==> src/rtl/opp_pkg.sv <==
package opp_pkg;
  localparam int P_W    = 6;
  localparam int M_W    = 10;
  localparam int S_W    = 3;
  localparam int WORD_W = 32;
  localparam int MUX_W  = 3;

  localparam logic [MUX_W-1:0] MUX_ST_PRI = 3'b001;
  localparam logic [MUX_W-1:0] MUX_ST_SEC = 3'b010;

  typedef struct packed {
    logic [P_W-1:0]    p;
    logic [M_W-1:0]    m;
    logic [S_W-1:0]    s;
    logic [WORD_W-1:0] div0;
  } opp_entry_t;

  typedef enum logic [3:0] {
    ST_IDLE,
    ST_DIV0,
    ST_DIV0_W,
    ST_DIV1,
    ST_DIV1_W,
    ST_PARK,
    ST_PARK_W,
    ST_LOCKT,
    ST_PMS,
    ST_LOCK_W,
    ST_BACK,
    ST_BACK_W
  } seq_state_t;

  function automatic logic [WORD_W-1:0] pack_pll(input logic [P_W-1:0] p,
                                                 input logic [M_W-1:0] m,
                                                 input logic [S_W-1:0] s);
    logic [WORD_W-1:0] w;
    w        = '0;
    w[2:0]   = s;
    w[13:8]  = p;
    w[25:16] = m;
    w[31]    = 1'b1;
    return w;
  endfunction
endpackage

==> src/rtl/opp_table.sv <==
module opp_table
  import opp_pkg::*;
#(
  parameter int LEVEL_W = 4
) (
  input  logic [LEVEL_W-1:0] idx,
  output opp_entry_t         ent
);
  always_comb begin
    case (idx)
      LEVEL_W'(0): ent = '{p: 6'd3, m: 10'd100, s: 3'd2, div0: 32'h0111_7710};
      LEVEL_W'(1): ent = '{p: 6'd3, m: 10'd100, s: 3'd1, div0: 32'h0112_7710};
      LEVEL_W'(2): ent = '{p: 6'd4, m: 10'd200, s: 3'd1, div0: 32'h0113_7710};
      LEVEL_W'(3): ent = '{p: 6'd3, m: 10'd100, s: 3'd0, div0: 32'h0214_7710};
      LEVEL_W'(4): ent = '{p: 6'd3, m: 10'd125, s: 3'd0, div0: 32'h0214_7710};
      LEVEL_W'(5): ent = '{p: 6'd3, m: 10'd150, s: 3'd0, div0: 32'h0315_7720};
      LEVEL_W'(6): ent = '{p: 6'd3, m: 10'd175, s: 3'd0, div0: 32'h0416_7720};
      LEVEL_W'(7): ent = '{p: 6'd3, m: 10'd200, s: 3'd0, div0: 32'h0417_7730};
      LEVEL_W'(8): ent = '{p: 6'd6, m: 10'd425, s: 3'd0, div0: 32'h0537_7730};
      default:     ent = '0;
    endcase
  end
endmodule

==> src/rtl/opp_busy_reduce.sv <==
module opp_busy_reduce #(
  parameter int WORD_W   = 32,
  parameter int NUM_BITS = 8,
  parameter int STRIDE   = 4
) (
  input  logic [WORD_W-1:0] stat,
  output logic              busy
);
  function automatic logic [WORD_W-1:0] mk_mask();
    logic [WORD_W-1:0] m;
    m = '0;
    for (int i = 0; i < NUM_BITS; i++) m[i*STRIDE] = 1'b1;
    return m;
  endfunction

  localparam logic [WORD_W-1:0] BUSY_MASK = mk_mask();

  generate
    if (NUM_BITS == 0) begin : g_none
      assign busy = 1'b0;
    end else begin : g_mask
      assign busy = |(stat & BUSY_MASK);
    end
  endgenerate
endmodule

==> src/rtl/opp_seq_core.sv <==
module opp_seq_core
  import opp_pkg::*;
#(
  parameter int LEVEL_W    = 4,
  parameter int NUM_LEVELS = 9,
  parameter int BOOT_LEVEL = 7,
  parameter int GUARD_CYC  = 2,
  parameter int LOCK_MULT  = 250,
  parameter int DIV1_CONST = 32,
  parameter int LT_W       = 20
) (
  input  logic               clk,
  input  logic               rst,
  input  logic               req_valid,
  input  logic [LEVEL_W-1:0] req_level,
  output logic               req_ready,
  output logic               rejected,
  output logic               done,
  output logic [LEVEL_W-1:0] cur_level,
  output logic [LEVEL_W-1:0] tgt_level,
  input  opp_entry_t         ent,
  input  logic               div0_busy,
  input  logic               div1_busy,
  input  logic [MUX_W-1:0]   mux_stat,
  input  logic               pll_locked,
  output logic [WORD_W-1:0]  div0_word,
  output logic               div0_wr,
  output logic [WORD_W-1:0]  div1_word,
  output logic               div1_wr,
  output logic               mux_sel,
  output logic [LT_W-1:0]    lock_time,
  output logic [WORD_W-1:0]  pll_con,
  output logic               pll_wr
);
  localparam int GW = $clog2(GUARD_CYC + 1);

  seq_state_t    state;
  logic          boot_pend;
  logic [GW-1:0] guard;
  logic          in_range;

  assign in_range  = {1'b0, req_level} < (LEVEL_W+1)'(NUM_LEVELS);
  assign req_ready = (state == ST_IDLE) && !boot_pend;

  always_ff @(posedge clk) begin
    if (rst) begin
      state     <= ST_IDLE;
      boot_pend <= 1'b1;
      guard     <= '0;
      tgt_level <= '0;
      cur_level <= '0;
      rejected  <= 1'b0;
      done      <= 1'b0;
      div0_word <= '0;
      div0_wr   <= 1'b0;
      div1_word <= '0;
      div1_wr   <= 1'b0;
      mux_sel   <= 1'b0;
      lock_time <= '0;
      pll_con   <= '0;
      pll_wr    <= 1'b0;
    end else begin
      div0_wr  <= 1'b0;
      div1_wr  <= 1'b0;
      pll_wr   <= 1'b0;
      done     <= 1'b0;
      rejected <= 1'b0;
      case (state)
        ST_IDLE: begin
          if (boot_pend) begin
            boot_pend <= 1'b0;
            tgt_level <= LEVEL_W'(BOOT_LEVEL);
            state     <= ST_DIV0;
          end else if (req_valid) begin
            if (in_range) begin
              tgt_level <= req_level;
              state     <= ST_DIV0;
            end else begin
              rejected  <= 1'b1;
            end
          end
        end
        ST_DIV0: begin
          div0_word <= ent.div0;
          div0_wr   <= 1'b1;
          guard     <= GW'(GUARD_CYC);
          state     <= ST_DIV0_W;
        end
        ST_DIV0_W: begin
          if (guard != '0)     guard <= guard - GW'(1);
          else if (!div0_busy) state <= ST_DIV1;
        end
        ST_DIV1: begin
          div1_word <= WORD_W'(DIV1_CONST);
          div1_wr   <= 1'b1;
          guard     <= GW'(GUARD_CYC);
          state     <= ST_DIV1_W;
        end
        ST_DIV1_W: begin
          if (guard != '0)     guard <= guard - GW'(1);
          else if (!div1_busy) state <= ST_PARK;
        end
        ST_PARK: begin
          mux_sel <= 1'b1;
          guard   <= GW'(GUARD_CYC);
          state   <= ST_PARK_W;
        end
        ST_PARK_W: begin
          if (guard != '0)                 guard <= guard - GW'(1);
          else if (mux_stat == MUX_ST_SEC) state <= ST_LOCKT;
        end
        ST_LOCKT: begin
          lock_time <= LT_W'(ent.p) * LT_W'(LOCK_MULT);
          state     <= ST_PMS;
        end
        ST_PMS: begin
          pll_con <= pack_pll(ent.p, ent.m, ent.s);
          pll_wr  <= 1'b1;
          guard   <= GW'(GUARD_CYC);
          state   <= ST_LOCK_W;
        end
        ST_LOCK_W: begin
          if (guard != '0)     guard <= guard - GW'(1);
          else if (pll_locked) state <= ST_BACK;
        end
        ST_BACK: begin
          mux_sel <= 1'b0;
          guard   <= GW'(GUARD_CYC);
          state   <= ST_BACK_W;
        end
        ST_BACK_W: begin
          if (guard != '0) guard <= guard - GW'(1);
          else if (mux_stat == MUX_ST_PRI) begin
            cur_level <= tgt_level;
            done      <= 1'b1;
            state     <= ST_IDLE;
          end
        end
        default: state <= ST_IDLE;
      endcase
    end
  end

  // a rejection follows an accepted handshake
  assert_reject_after_hs_R1: assert property (@(posedge clk) disable iff (rst)
    rejected |-> $past(req_valid && req_ready));

  // stored level never leaves the legal range
  assert_level_legal_R1: assert property (@(posedge clk) disable iff (rst)
    {1'b0, cur_level} < (LEVEL_W+1)'(NUM_LEVELS));

  // only one register write strobe at a time
  assert_one_strobe_R5: assert property (@(posedge clk) disable iff (rst)
    $onehot0({div0_wr, div1_wr, pll_wr}));

  // PLL word is written only while parked on the secondary source
  assert_pms_parked_R6: assert property (@(posedge clk) disable iff (rst)
    pll_wr |-> (mux_sel && mux_stat == MUX_ST_SEC));

  // lock time already holds P x mult when the PLL word goes out
  assert_locktime_first_R4: assert property (@(posedge clk) disable iff (rst)
    pll_wr |-> (lock_time == LT_W'(pll_con[13:8]) * LT_W'(LOCK_MULT)));

  // stored level moves only together with completion
  assert_level_on_done_R7: assert property (@(posedge clk) disable iff (rst)
    !$stable(cur_level) |-> done);

  // no acknowledge while a step is outstanding
  assert_no_ack_busy_R9: assert property (@(posedge clk) disable iff (rst)
    (div0_wr || div1_wr || pll_wr) |-> !req_ready);
endmodule

==> src/rtl/cpu_clk_seq.sv <==
module cpu_clk_seq
  import opp_pkg::*;
#(
  parameter int LEVEL_W    = 4,
  parameter int NUM_LEVELS = 9,
  parameter int BOOT_LEVEL = 7,
  parameter int GUARD_CYC  = 2,
  parameter int LOCK_MULT  = 250,
  parameter int DIV1_CONST = 32,
  parameter int LT_W       = 20,
  parameter int DIV0_BUSY_N = 8,
  parameter int DIV1_BUSY_N = 2,
  parameter int BUSY_STRIDE = 4
) (
  input  logic               clk,
  input  logic               rst,
  input  logic               req_valid,
  input  logic [LEVEL_W-1:0] req_level,
  output logic               req_ready,
  output logic               rejected,
  output logic               done,
  output logic [LEVEL_W-1:0] cur_level,
  output logic [31:0]        div0_word,
  output logic               div0_wr,
  output logic [31:0]        div1_word,
  output logic               div1_wr,
  input  logic [31:0]        div0_stat,
  input  logic [31:0]        div1_stat,
  output logic               mux_sel,
  input  logic [2:0]         mux_stat,
  output logic [LT_W-1:0]    lock_time,
  output logic [31:0]        pll_con,
  output logic               pll_wr,
  input  logic               pll_locked
);
  opp_entry_t         ent;
  logic [LEVEL_W-1:0] tgt_level;
  logic               div0_busy;
  logic               div1_busy;

  opp_table #(.LEVEL_W(LEVEL_W)) u_table (
    .idx (tgt_level),
    .ent (ent)
  );

  opp_busy_reduce #(.WORD_W(WORD_W), .NUM_BITS(DIV0_BUSY_N), .STRIDE(BUSY_STRIDE)) u_busy0 (
    .stat (div0_stat),
    .busy (div0_busy)
  );

  opp_busy_reduce #(.WORD_W(WORD_W), .NUM_BITS(DIV1_BUSY_N), .STRIDE(BUSY_STRIDE)) u_busy1 (
    .stat (div1_stat),
    .busy (div1_busy)
  );

  opp_seq_core #(
    .LEVEL_W    (LEVEL_W),
    .NUM_LEVELS (NUM_LEVELS),
    .BOOT_LEVEL (BOOT_LEVEL),
    .GUARD_CYC  (GUARD_CYC),
    .LOCK_MULT  (LOCK_MULT),
    .DIV1_CONST (DIV1_CONST),
    .LT_W       (LT_W)
  ) u_core (
    .clk        (clk),
    .rst        (rst),
    .req_valid  (req_valid),
    .req_level  (req_level),
    .req_ready  (req_ready),
    .rejected   (rejected),
    .done       (done),
    .cur_level  (cur_level),
    .tgt_level  (tgt_level),
    .ent        (ent),
    .div0_busy  (div0_busy),
    .div1_busy  (div1_busy),
    .mux_stat   (mux_stat),
    .pll_locked (pll_locked),
    .div0_word  (div0_word),
    .div0_wr    (div0_wr),
    .div1_word  (div1_word),
    .div1_wr    (div1_wr),
    .mux_sel    (mux_sel),
    .lock_time  (lock_time),
    .pll_con    (pll_con),
    .pll_wr     (pll_wr)
  );
endmodule

==> config.mk <==
export PLATFORM = sky130hd
export DESIGN_NAME = cpu_clk_seq
export DESIGN_NICKNAME = d
export VERILOG_FILES = /design/src/rtl/opp_pkg.sv /design/src/rtl/opp_table.sv /design/src/rtl/opp_busy_reduce.sv /design/src/rtl/opp_seq_core.sv /design/src/rtl/cpu_clk_seq.sv
export SDC_FILE = /design/constraint.sdc
export NUM_CORES = 1
export LEC_CHECK = 0
export BUFFER_PORTS_ARGS = -buffer_cell sky130_fd_sc_hd__buf_2
export CAP_MARGIN = 20
export CORE_ASPECT_RATIO = 0.8
export CORE_MARGIN = 5
export CORE_UTILIZATION = 45
export CTS_CLUSTER_SIZE = 20
export DETAILED_ROUTE_END_ITERATION = 8
export GPL_TIMING_DRIVEN = 0
export HOLD_SLACK_MARGIN = 0.02
export MAX_ROUTING_LAYER = met4
export PLACE_DENSITY = 0.85
export SLEW_MARGIN = 10
export SYNTH_ARGS = -nofsm -noshare
export SYNTH_HDL_FRONTEND = slang
export SYNTH_HIERARCHICAL = 1
export SYNTH_SLANG_ARGS = --single-unit
==> constraint.sdc <==
create_clock -name clk -period 3.8 [get_ports clk]
set_input_delay 0.76 -clock clk [delete_from_list [all_inputs] [get_ports clk]]
set_output_delay 0.76 -clock clk [all_outputs]
set_load 0.03 [all_outputs]
==> metrics list <==
- Outcome: complete, but fails checks
- Failing checks: negative setup slack
- Required @ worst endpoint: 4030 ps
- The number of placed instances, taps included, is 955.
- The multi-input combinational cells in the finished layout cover a total of 0.00294 mm^2.
- Initial antenna violation count: 0
- The via count of the first global-routing pass is 4298.
- TritonCTS clock tree: done
* Die extent in y: 106 um
- In the final routed layout, each cell accounts on average for 12.9 um.
- The floorplan step defined a core boundary enclosing 0.0114 mm^2.
- Detailed route wirelength on metal3: 826 um
- Total wire length: 12.7 mm
- Cell family contributing the most delay on the critical path: adder cells
- Clock sink count: 87
- On the final layout, the worst clock skew is 5.20 ps.
- Number of enable-type register cells in the synthesized netlist: 0
- Final #Nets: 950
- Die Outline Area: 0.0137 mm^2
- DRC viols: 0
* Clock Tree Buf Depth: 2
- Derived from the worst setup path, the maximum achievable clock frequency is 0.263 GHz.
* Number of maximum-capacitance violations: 0
- Endpoints failing hold: 0
* Routability-driven placement congestion ratio: 0.903
- After layout, the minimum clock period comes to 3800 ps.
- Fraction of the cycle the final worst path needs: 1.00
- FF+latch count, synth: 87
- Num CTS Buffers: 9
* HPWL after detailed placement: 9.62 mm
* CTS Hold Bufs: 0
* Synthesized area per cell: 8.07 um^2
- After layout, the worst setup slack is -1.78 ps.
- RSZ-0062 raised after global routing: true
- Post-synth top area share: 0.337
* List of most frequent post-synthesis cells: 130 x sky130_fd_sc_hd__nand2_1, 87 x sky130_fd_sc_hd__dfxtp_1, 82 x sky130_fd_sc_hd__buf_4
- Share of cells above drive strength 1: 0.314
* Share of flip-flops with an asynchronous set or reset after synthesis: 0
- Initial Util: 0.454
- Mean number of vias per cell: 4.69
- Entering global routing, the biggest net connects 16 pins.
* Layout-stage area growth over the synthesis result: 28.8%
* Length in cells of the worst reg-to-reg path: 15
* Maximum net fanout on the critical path: 7
- Setup violations remaining at the end of the flow were counted as 1.
* Headroom to the max-slew limit: 0.547
* Library cell occupying the most area in the post-synthesis netlist: sky130_fd_sc_hd__dfxtp_1
- Total number of yosys warnings: 6
- Static leakage: 3.28 nW
- The critical path crosses 15 cells after its start point.
- Sum of overflow across all layers after global routing: 0
- Wire length of the first global-routing pass: 20.6 mm
- Dividing total power by cell area gives a power density of 957 mW/mm^2.
* Tightest Hold Check Type: flop to flop
* Sequential-to-total area share from yosys stat: 0.337
- From left edge to right edge, the die measures 130 um.
- In this run the top signal layer used is met4.
* Cells after Synth: 641
* Number of DRC markers after the initial detailed-route iteration: 337
* Max VDD drop: 0.858 mV
* ANT nets after route: 0
- Number of antenna diodes: 0
* Top cells by area, synth: sky130_fd_sc_hd__dfxtp_1 34%, sky130_fd_sc_hd__buf_4 12%, sky130_fd_sc_hd__nand2_1 9.4%, sky130_fd_sc_hd__ha_1 7.5%, sky130_fd_sc_hd__a21oi_1 6.8%
- Counting distinct cell types in the post-synthesis netlist gives 57.
- Worst-Margin Slew: 679 ps
* DR vias: 4624
- Counting both buffers and inverters, the worst setup path holds a total of 3.
- Cell Chain, Critical Path: inv_4 > ha_4 > mux2i_4 > nor2_4 > fa_2 > inv_2 > fa_1 > fa_1 > inv_2 > ha_4 > o21ai_2 > o21bai_1 > a21oi_1 > and4_1 > a311o_1
* IO Pins: 202
- The setup path with the least slack is of type flop to flop.
- Clock slew seen by the registers of the worst setup and hold paths: 60 ps
- Primary flip-flop cell chosen by synthesis mapping: sky130_fd_sc_hd__dfxtp_1
- Kind of launch point of the worst setup path: flop
- Met2 Wirelength: 5.86 mm
- Counting the fill cells in the layout gives 1024.
- Post-synthesis cell area: 0.00517 mm^2
- Clock root buffer: sky130_fd_sc_hd__clkbuf_16
* DR pass1 iterations: 5
* Data arrival, critical path: 4030 ps
- Cell Count, Final, Fillers Out: 985
* Total count of max-transition violations in the final report: 0
- The H-tree was split into 3 levels.
* Total GRT Usage: 0.189
* Post-layout total power: 6.37 mW
- In the post-synthesis netlist, the cell with the most instances is sky130_fd_sc_hd__nand2_1.
- Cell type of the slowest stage on the worst timing path: sky130_fd_sc_hd__fa_2
- Total number of placement rows: 35
- Footprint of the flip-flops and latches: 0.00175 mm^2
- STA classifies the critical path endpoint as a flop.
- Counting instances, the worst hold path has a depth of 2.
- On the worst path, the slowest cell contributes a delay of 580 ps.
* # port buffers: 97
* Setup WS pre-CTS: -384 ps
- The detailed router put a total of 5.79 mm of wire on met1.
* Clock latency on the worst-skew pair: 330 ps
sequential cells by signal, indices dropped and copies added, names as in the netlist:
signal / count
u_core/boot_pend: 1
u_core/div0_word: 32
u_core/rejected: 1
u_core/pll_wr: 1
u_core/done: 1
u_core/mux_sel: 1
u_core/state: 4
u_core/div1_wr: 1
u_core/div0_wr: 1
u_core/div1_word: 1
u_core/cur_level: 4
u_core/tgt_level: 4
u_core/guard: 2
u_core/pll_con: 20
u_core/lock_time: 13
power by group:
part | switching, mW | internal, mW
Sequential | 0.109 | 1.10
Clock | 0.368 | 0.445
Combinational | 2.52 | 1.83
Total | 2.99 | 3.38
layer usage:
layer	vias up	GRT usage
li1	2354	-
met1	2103	0.264
met2	145	0.281
met3	22	0.0319
met4	0	0.0534
met5	-	-
area by class of cell:
| class | count | share of cell area |
|---|---|---|
| Sequential cell | 87 | 0.263 |
| Multi-Input combinational cell | 476 | 0.442 |
| Timing Repair Buffer | 111 | 0.0887 |
| Clock buffer | 10 | 0.0344 |
| Inverter | 37 | 0.0224 |
| Buffer | 110 | 0.115 |
| Tap cell | 148 | 0.0278 |
| Clock inverter | 6 | 0.00695 |
kinds of logic (layout without fill, tap and decap cells):
group | after synthesis | after routing | share of synthesized area
XOR/XNOR | 6 | 6 | 0.0102
multiplexers | 12 | 12 | 0.0232
buffers and inverters | 147 | 274 | 0.173
AO/OA/AOI/OAI | 120 | 120 | 0.140
AND/OR/NAND/NOR | 224 | 224 | 0.194
other | 2 | 71 | 0.00145
flip-flops | 87 | 87 | 0.337
adder cells (fa/ha/maj) | 43 | 43 | 0.121
tightest hold or removal path: cells and delay by family (launching register included):
family / cells / cell delay [ps]
AOI/OAI and AO/OA: 1 / 50
and+or+nand+nor: 1 / 50
DFF: 1 / 310
through the flow:
stage	instance area (um^2)	hold slack [ps]	utilization	setup TNS, ps
3_3_place_gp	6140	431	0.540	-685
4_1_cts	6590	453	0.578	0
5_1_grt	6660	473	0.585	-109
2_1_floorplan	5470	463	-	-12.3
3_5_place_dp	6140	442	0.540	-886
6_report	6660	449	0.585	-1.78
final timing paths:
kind                                     from                           endpoint  slack [ps]
min reg2reg  u_core/div0_word[2]$_SDFFE_PP0P_   u_core/div0_word[2]$_SDFFE_PP0P_         450
min          u_core/div0_word[2]$_SDFFE_PP0P_   u_core/div0_word[2]$_SDFFE_PP0P_         450
max reg2reg  u_core/tgt_level[1]$_SDFFE_PP0P_  u_core/lock_time[10]$_SDFFE_PP0P_          -2
max          u_core/tgt_level[1]$_SDFFE_PP0P_  u_core/lock_time[10]$_SDFFE_PP0P_          -2
layout by cell type, fill, tap and decap left out, types with 3 or more instances in the layout:
master	synthesis	final
sky130_fd_sc_hd__a21o_1	5	4
sky130_fd_sc_hd__inv_2	2	4
sky130_fd_sc_hd__fa_2	0	4
sky130_fd_sc_hd__a21oi_1	70	69
sky130_fd_sc_hd__nor3b_1	3	3
sky130_fd_sc_hd__xnor2_1	4	4
sky130_fd_sc_hd__nand3b_1	4	4
sky130_fd_sc_hd__clkbuf_1	12	13
sky130_fd_sc_hd__nand3_1	5	5
sky130_fd_sc_hd__conb_1	2	71
sky130_fd_sc_hd__clkbuf_16	0	9
sky130_fd_sc_hd__nor3_1	5	5
sky130_fd_sc_hd__buf_6	3	3
sky130_fd_sc_hd__o21a_1	3	3
sky130_fd_sc_hd__ha_1	31	25
sky130_fd_sc_hd__buf_2	10	107
sky130_fd_sc_hd__nor2_1	42	41
sky130_fd_sc_hd__nand2_1	130	129
sky130_fd_sc_hd__o21ai_1	3	3
sky130_fd_sc_hd__o22ai_1	4	3
sky130_fd_sc_hd__inv_1	35	30
sky130_fd_sc_hd__ha_4	0	5
sky130_fd_sc_hd__a211oi_1	7	5
sky130_fd_sc_hd__dfxtp_1	87	83
sky130_fd_sc_hd__buf_4	82	95
sky130_fd_sc_hd__nand2b_1	6	6
sky130_fd_sc_hd__fa_1	12	8
sky130_fd_sc_hd__mux2i_1	12	11
sky130_fd_sc_hd__and2_1	3	3
sky130_fd_sc_hd__clkinvlp_4	0	5
sky130_fd_sc_hd__a21oi_2	2	3
sky130_fd_sc_hd__nor2b_1	6	6
sky130_fd_sc_hd__o21ai_0	13	12
sky130_fd_sc_hd__nor4_1	4	4
sky130_fd_sc_hd__dfxtp_4	0	3
what timing repair did:
action | in CTS | in global routing
gates resized for setup | 18 | 15
hold endpoints to repair | 0 | 0
pin swaps | 12 | 15
setup buffers | 11 | 3
setup endpoints to repair | 3 | 3
Note: power is estimated with default switching activity, not from simulation.
